**src/rtl/strobe_setting_pkg.sv**
```systemverilog
package strobe_setting_pkg;

  typedef enum logic [2:0] {
    FN_FREQ   = 3'd0,
    FN_PERIOD = 3'd1,
    FN_RATIO  = 3'd2,
    FN_TINT   = 3'd3,
    FN_UNIT   = 3'd4,
    FN_OSC    = 3'd5
  } fn_code_e;

  typedef enum logic [2:0] {
    RG_X1   = 3'd0,
    RG_X10  = 3'd1,
    RG_X100 = 3'd2,
    RG_X1K  = 3'd3,
    RG_EXT  = 3'd4
  } rg_code_e;

  // bit3 = digit is assigned, bits2:0 = code
  function automatic logic [3:0] fn_lookup(input int dig);
    case (dig)
      0:       fn_lookup = {1'b1, FN_FREQ};
      1:       fn_lookup = {1'b1, FN_RATIO};
      2:       fn_lookup = {1'b1, FN_OSC};
      3:       fn_lookup = {1'b1, FN_UNIT};
      4:       fn_lookup = {1'b1, FN_TINT};
      7:       fn_lookup = {1'b1, FN_PERIOD};
      default: fn_lookup = 4'b0000;
    endcase
  endfunction

  function automatic logic [3:0] rg_lookup(input int dig);
    case (dig)
      0:       rg_lookup = {1'b1, RG_X1};
      1:       rg_lookup = {1'b1, RG_X10};
      2:       rg_lookup = {1'b1, RG_X100};
      3:       rg_lookup = {1'b1, RG_X1K};
      4:       rg_lookup = {1'b1, RG_EXT};
      default: rg_lookup = 4'b0000;
    endcase
  endfunction

endpackage

```
**src/rtl/strobe_capture.sv**
```systemverilog
module strobe_capture #(
  parameter int NDIG       = 8,
  parameter int NPIN       = 4,
  parameter bit ACTIVE_LOW = 1'b0,
  localparam int DW        = $clog2(NDIG)
) (
  input  logic                            clk,
  input  logic                            rst,
  input  logic [NPIN-1:0]                 pins_i,
  input  logic                            sample_i,
  input  logic [DW-1:0]                   digit_i,
  output logic                            frame_end_o,
  output logic [NPIN-1:0][NDIG-1:0]       seen_o
);

  logic [NPIN-1:0]            act;
  logic [NDIG-1:0]            slot_hot;
  logic [NPIN-1:0][NDIG-1:0]  acc_q;

  assign slot_hot    = sample_i ? (NDIG'(1) << digit_i) : '0;
  assign frame_end_o = sample_i && (digit_i == '0);

  for (genvar p = 0; p < NPIN; p++) begin : g_pin
    if (ACTIVE_LOW) begin : g_lo
      assign act[p] = ~pins_i[p];
    end else begin : g_hi
      assign act[p] = pins_i[p];
    end
    assign seen_o[p] = acc_q[p] | (act[p] ? slot_hot : '0);
  end

  always_ff @(posedge clk) begin
    if (rst)              acc_q <= '0;
    else if (frame_end_o) acc_q <= '0;
    else                  acc_q <= seen_o;
  end

  // levels outside the sample cycle never enter the record
  a_r1_idle_no_capture: assert property (@(posedge clk) disable iff (rst)
    !sample_i |=> $stable(acc_q));

endmodule

```
**src/rtl/strobe_pick.sv**
```systemverilog
module strobe_pick #(
  parameter int N  = 8,
  localparam int IW = $clog2(N)
) (
  input  logic [N-1:0]  mask_i,
  output logic          single_o,
  output logic [IW-1:0] idx_o
);

  always_comb begin
    idx_o = '0;
    for (int i = 0; i < N; i++) begin
      if (mask_i[i]) idx_o = IW'(i);
    end
  end

  assign single_o = ($countones(mask_i) == 1);

endmodule

```
**src/rtl/strobe_setting_decoder.sv**
```systemverilog
module strobe_setting_decoder
  import strobe_setting_pkg::*;
#(
  parameter int NDIG       = 8,
  parameter bit ACTIVE_LOW = 1'b0,
  localparam int DW        = $clog2(NDIG)
) (
  input  logic            clk,
  input  logic            rst,
  input  logic            fn_pin,
  input  logic            rng_pin,
  input  logic            ctl_pin,
  input  logic            xdp_pin,
  input  logic            hold_i,
  input  logic [DW-1:0]   digit_i,
  input  logic            sample_i,
  output logic [2:0]      func_o,
  output logic [2:0]      range_o,
  output logic [3:0]      ctl_flags_o,
  output logic            disp_off_o,
  output logic [NDIG-1:0] dp_mask_o,
  output logic            chg_o
);

  localparam int PIN_FN  = 0;
  localparam int PIN_RG  = 1;
  localparam int PIN_CT  = 2;
  localparam int PIN_DP  = 3;
  localparam int NPIN    = 4;
  localparam int DIG_OFF = 3;
  localparam int DIG_TST = NDIG - 1;

  logic                      frame_end;
  logic [NPIN-1:0][NDIG-1:0] seen;
  logic                      fn_single, rg_single;
  logic [DW-1:0]             fn_idx, rg_idx;
  logic [3:0]                fn_lu, rg_lu;
  logic                      fn_take, rg_take, apply;
  logic [NDIG-1:0]           ctl_seen;
  logic [3:0]                ctl_next;
  logic                      off_exit;

  logic [2:0]      func_q, range_q;
  logic [3:0]      ctl_q;
  logic            disp_off_q, arm_q, chg_q;
  logic [NDIG-1:0] dp_q;

  strobe_capture #(.NDIG(NDIG), .NPIN(NPIN), .ACTIVE_LOW(ACTIVE_LOW)) u_cap (
    .clk         (clk),
    .rst         (rst),
    .pins_i      ({xdp_pin, ctl_pin, rng_pin, fn_pin}),
    .sample_i    (sample_i),
    .digit_i     (digit_i),
    .frame_end_o (frame_end),
    .seen_o      (seen)
  );

  strobe_pick #(.N(NDIG)) u_fn_pick (
    .mask_i   (seen[PIN_FN]),
    .single_o (fn_single),
    .idx_o    (fn_idx)
  );

  strobe_pick #(.N(NDIG)) u_rg_pick (
    .mask_i   (seen[PIN_RG]),
    .single_o (rg_single),
    .idx_o    (rg_idx)
  );

  assign fn_lu    = fn_lookup(int'(fn_idx));
  assign rg_lu    = rg_lookup(int'(rg_idx));
  assign apply    = frame_end && arm_q && !disp_off_q;
  assign fn_take  = apply && fn_single && fn_lu[3];
  assign rg_take  = apply && rg_single && rg_lu[3];
  assign ctl_seen = seen[PIN_CT];
  assign ctl_next = {ctl_seen[DIG_TST], ctl_seen[2], ctl_seen[1], ctl_seen[0]};
  assign off_exit = disp_off_q && !hold_i;

  always_ff @(posedge clk) begin
    if (rst) begin
      func_q     <= FN_FREQ;
      range_q    <= RG_X1;
      ctl_q      <= '0;
      dp_q       <= '0;
      disp_off_q <= 1'b0;
      arm_q      <= 1'b0;
      chg_q      <= 1'b0;
    end else begin
      if (fn_take) func_q  <= fn_lu[2:0];
      if (rg_take) range_q <= rg_lu[2:0];
      if (apply) begin
        ctl_q <= ctl_next;
        dp_q  <= seen[PIN_DP];
      end
      if (off_exit)
        disp_off_q <= 1'b0;
      else if (apply && ctl_seen[DIG_OFF] && hold_i)
        disp_off_q <= 1'b1;
      if (disp_off_q)     arm_q <= 1'b0;
      else if (frame_end) arm_q <= 1'b1;
      chg_q <= off_exit
             || (fn_take && (fn_lu[2:0] != func_q))
             || (rg_take && (rg_lu[2:0] != range_q));
    end
  end

  assign func_o      = func_q;
  assign range_o     = range_q;
  assign ctl_flags_o = ctl_q;
  assign disp_off_o  = disp_off_q;
  assign dp_mask_o   = dp_q;
  assign chg_o       = chg_q;

  // settings move only after a frame-ending sample
  a_r3_frame_gated: assert property (@(posedge clk) disable iff (rst)
    !frame_end |=> ($stable(func_q) && $stable(range_q) && $stable(ctl_q)));

  // settings frozen while display off is in effect
  a_r9_frozen_off: assert property (@(posedge clk) disable iff (rst)
    disp_off_q |=> ($stable(func_q) && $stable(range_q) && $stable(dp_q)));

  // every function or range movement is flagged
  a_r10_change_flagged: assert property (@(posedge clk) disable iff (rst)
    (!$stable(func_q) || !$stable(range_q)) |-> chg_q);

  // releasing hold ends display off on the next edge
  a_r8_hold_release: assert property (@(posedge clk) disable iff (rst)
    (disp_off_q && !hold_i) |=> (!disp_off_q && chg_q));

endmodule

```
**config.mk**
```make
export PLATFORM = sky130hd
export DESIGN_NAME = strobe_setting_decoder
export DESIGN_NICKNAME = d
export VERILOG_FILES = /design/src/rtl/strobe_setting_pkg.sv /design/src/rtl/strobe_capture.sv /design/src/rtl/strobe_pick.sv /design/src/rtl/strobe_setting_decoder.sv
export SDC_FILE = /design/constraint.sdc
export NUM_CORES = 1
export LEC_CHECK = 0
export BUFFER_PORTS_ARGS = -buffer_cell sky130_fd_sc_hd__buf_2
export CAP_MARGIN = 20
export CORE_MARGIN = 4
export CORE_UTILIZATION = 60
export CTS_BUF_LIST = sky130_fd_sc_hd__clkbuf_8
export DETAILED_ROUTE_END_ITERATION = 7
export PLACE_DENSITY = 0.82
export SLEW_MARGIN = 30
export SYNTH_ARGS = -nofsm -noshare
export SYNTH_HDL_FRONTEND = slang
export SYNTH_SLANG_ARGS = --single-unit
```
**constraint.sdc**
```tcl
create_clock -name clk -period 4.75 [get_ports clk]
set_input_delay 0.95 -clock clk [delete_from_list [all_inputs] [get_ports clk]]
set_output_delay 0.95 -clock clk [all_outputs]
set_load 0.01 [all_outputs]
```
==> metrics <==
status complete, no violations; die height 73.1 µm; post-layout util 0.709; Worst-Skew Late Latency 0.31 ns; Clock transition at path regs 0.09 ns; Fmax 0.232 GHz; Worst R2R Start u_cap.acc_q[13]; routed len/inst 15.1 µm; area share of the leading cell type in the synthesized netlist 0.393; sequential share of power 0.513; sequential fraction of the synthesis area 0.393; Synth Register Bits 50; Final min period 4.31 ns; crit share post-route 0.908; worst setup path class input pin to register; die area 5350 µm²; final hold slack 0.469 ns; largest net degree at the start of global routing 26; CTS tree done; Avg Cell Area, Syn 8.97 µm²; slew margin rel. 0.500; n_diodes 0; Die W 73.1 µm; Critical Path, Cell by Cell buf_2 > and3b_4 > a21oi_1 > inv_1 > ha_1 > fa_1 > inv_1 > fa_1 > inv_1 > ha_1 > inv_1 > fa_1 > nand4b_1 > nor3_1 > buf_4 > and2_1 > o21ai_0 > a21oi_1; CTS max path bufs 2; nets 352; Initial Util 0.628; Critical R2R Capture range_o[0]; Hold Buf Count CTS 0; Worst EP arrival 4.56 ns; synth top area cells dfxtp_1 (39%), ha_1 (7.9%), nor2_1 (6.9%); R2R Setup Slk 1.21 ns; Least-Margin Pin Slew 0.748 ns; Root Buffer Master clkbuf_8; r2r worst-path depth 16; P_int 0.618 mW; LEAKAGE 1.35 nW; yosys synthesis warning count 0; slowest cell on the critical path fa_1; Primary FF master, synth dfxtp_1; Finished Cell Area 2880 µm²; skew final 0.00814 ns; Critical Path RT 5.00 ns; switching power 0.211 mW; vias 2087; CP max stage delay 0.48 ns; Max-Cap Viols 0; Pre-Repair DR Iteration Count 4; H-tree depth 2; Sw Share 0.255; worst min path class register to register; number of enable flip-flop cells after synthesis 0; crit path max fanout 9; setup bufs post-CTS 0; placed cell count 360; final slew viol count 0; drt drc 0; layout cells sized above 1 0.186; Fillers 328; Post-DP HPWL 4.24 mm; post-synth top area cell dfxtp_1; non-filler cells, final 368; Gate power share 0.112; post-route ant nets 0; Clk pwr share 0.374; Synth Instances 284; Mapped Nets 319; Worst setup SP type input pin; Port Buffer Count 30; GRT overflow 0; routability cong. 0.828; CTS buffer count 5; Final setup viols 0; GRT Resource Usage Total 0.230; Post-Syn Area 2550 µm²; DRT iter0 DRCs 126; pwr/cell area 288 nW/µm²; core box area 4060 µm²; DR vias/cell 5.67; Setup TNS Final 0 ns; Post-Route WL 5.55 mm; RSZ-0062 raised after global routing no; vias in the first global route 2136; Placement Rows 23; crit end category register; Worst Hold End u_cap.acc_q[8]; top-level port count 31; area grow syn2layout 13.0%; hold_sp u_cap.acc_q[8]; number of gates resized after cts 0; VDD IR max 0.165 mV; clk sink count 50; Post-synth ARST share 0; Cell Area, Placed 2760 µm²; most frequent cell on the critical path inv_1; Netlist cell types 52; first-pass GRT wire length 9.51 mm; hold depth 1; final-report hold violation count 0; antenna violations before repair 0
## worst max-delay path, delay by kind of cell
family	cells	cell delay, ns
AOI/OAI and AO/OA	3	0.58
and+or+nand+nor	4	0.67
adders and majority gates	5	1.79
buffers and inverters	6	0.57
## cells by family after synthesis
family / count (synthesis) / share of synthesized area
adder cells (fa/ha/maj): 24 / 0.142
AND/OR/NAND/NOR: 92 / 0.184
AO/OA/AOI/OAI: 69 / 0.191
multiplexers: 1 / 0.00393
flip-flops: 50 / 0.393
XOR/XNOR: 6 / 0.0206
buffers and inverters: 42 / 0.0654
## worst max-delay path by stage
stage | start | to | slack [ns] | depth (start not counted)
after floorplan | digit_i[2] | range_o[1] | 0.36 | 18
after global placement | digit_i[1] | chg_o | 0.23 | 17
after detailed placement | sample_i | range_o[0] | 0.12 | 18
after CTS | digit_i[1] | range_o[0] | 0.41 | 18
after global routing | digit_i[1] | range_o[1] | 0.1 | 17
final | digit_i[1] | range_o[0] | 0.44 | 18
## registers in the layout (all words and copies together), names as in the netlist
register	cells
range_o	3
chg_o	1
disp_off_o	1
arm_q	1
ctl_flags_o	4
func_o	3
u_cap.acc_q	29
dp_mask_o	8
## metrics by stage
stage	setup WS [ns]	power [mW]
after floorplan	0.357	0.503
after global placement	0.233	0.525
after detailed placement	0.125	0.529
after CTS	0.415	0.836
after global routing	0.0999	0.862
final	0.437	0.830
## layout by cell type, fill, tap and decap left out, types with 2 or more instances in the layout
| master | instances |
|---|---|
| a22oi_1 | 2 |
| o211ai_1 | 2 |
| a21oi_1 | 20 |
| a31o_2 | 2 |
| and2_1 | 9 |
| fa_1 | 8 |
| inv_1 | 30 |
| a31oi_1 | 8 |
| dfxtp_1 | 50 |
| nand4_1 | 3 |
| xnor2_1 | 2 |
| buf_4 | 7 |
| o21ai_0 | 7 |
| nand2b_1 | 2 |
| o21ai_2 | 2 |
| xor2_1 | 4 |
| buf_2 | 30 |
| a211oi_1 | 11 |
| clkbuf_8 | 5 |
| nand2_1 | 9 |
| nor2b_1 | 3 |
| a21o_1 | 5 |
| ha_1 | 16 |
| nor2_1 | 47 |
| nor3_1 | 5 |
## final cells by class
class | instances | area, µm² | share of cell area
multi-input combinational | 192 | 1380 | 0.479
sequential | 50 | 1000 | 0.348
timing repair buffer | 37 | 203 | 0.0704
inverter | 31 | 116 | 0.0404
clock buffer | 5 | 68.8 | 0.0239
tap | 50 | 62.6 | 0.0217
clock inverter | 3 | 47.5 | 0.0165
## synthesized netlist by cell type, types with 2 or more instances
| cell | count |
|---|---|
| nand2_1 | 9 |
| clkbuf_1 | 8 |
| nor2_1 | 47 |
| nor3_1 | 5 |
| a21o_1 | 5 |
| inv_1 | 30 |
| a211oi_1 | 11 |
| a31o_2 | 2 |
| o211ai_1 | 2 |
| a22oi_1 | 2 |
| o21ai_2 | 2 |
| nor2b_1 | 3 |
| and2_1 | 9 |
| xnor2_1 | 2 |
| a21oi_1 | 20 |
| ha_1 | 16 |
| o21ai_0 | 7 |
| dfxtp_1 | 50 |
| nand4_1 | 3 |
| xor2_1 | 4 |
| fa_1 | 8 |
| nand2b_1 | 2 |
| a31oi_1 | 8 |
## routing by layer
metal	up-vias	routed length (µm)	global-route usage
met2	42	2850	0.407
met3	13	239	0.0496
li1	1035	-	-
met5	-	0	0
met1	997	2360	0.269
met4	0	106	0.0861
## power groups by stage
stage | sequential, mW | combinational, mW | clock, mW
4_1_cts | 0.426 | 0.0939 | 0.316
3_5_place_dp | 0.436 | 0.0934 | 0
6_report | 0.426 | 0.0932 | 0.311
3_3_place_gp | 0.436 | 0.0895 | 0
5_1_grt | 0.427 | 0.106 | 0.329
2_1_floorplan | 0.436 | 0.0671 | 0
Note: power is estimated with default switching activity, not from simulation.
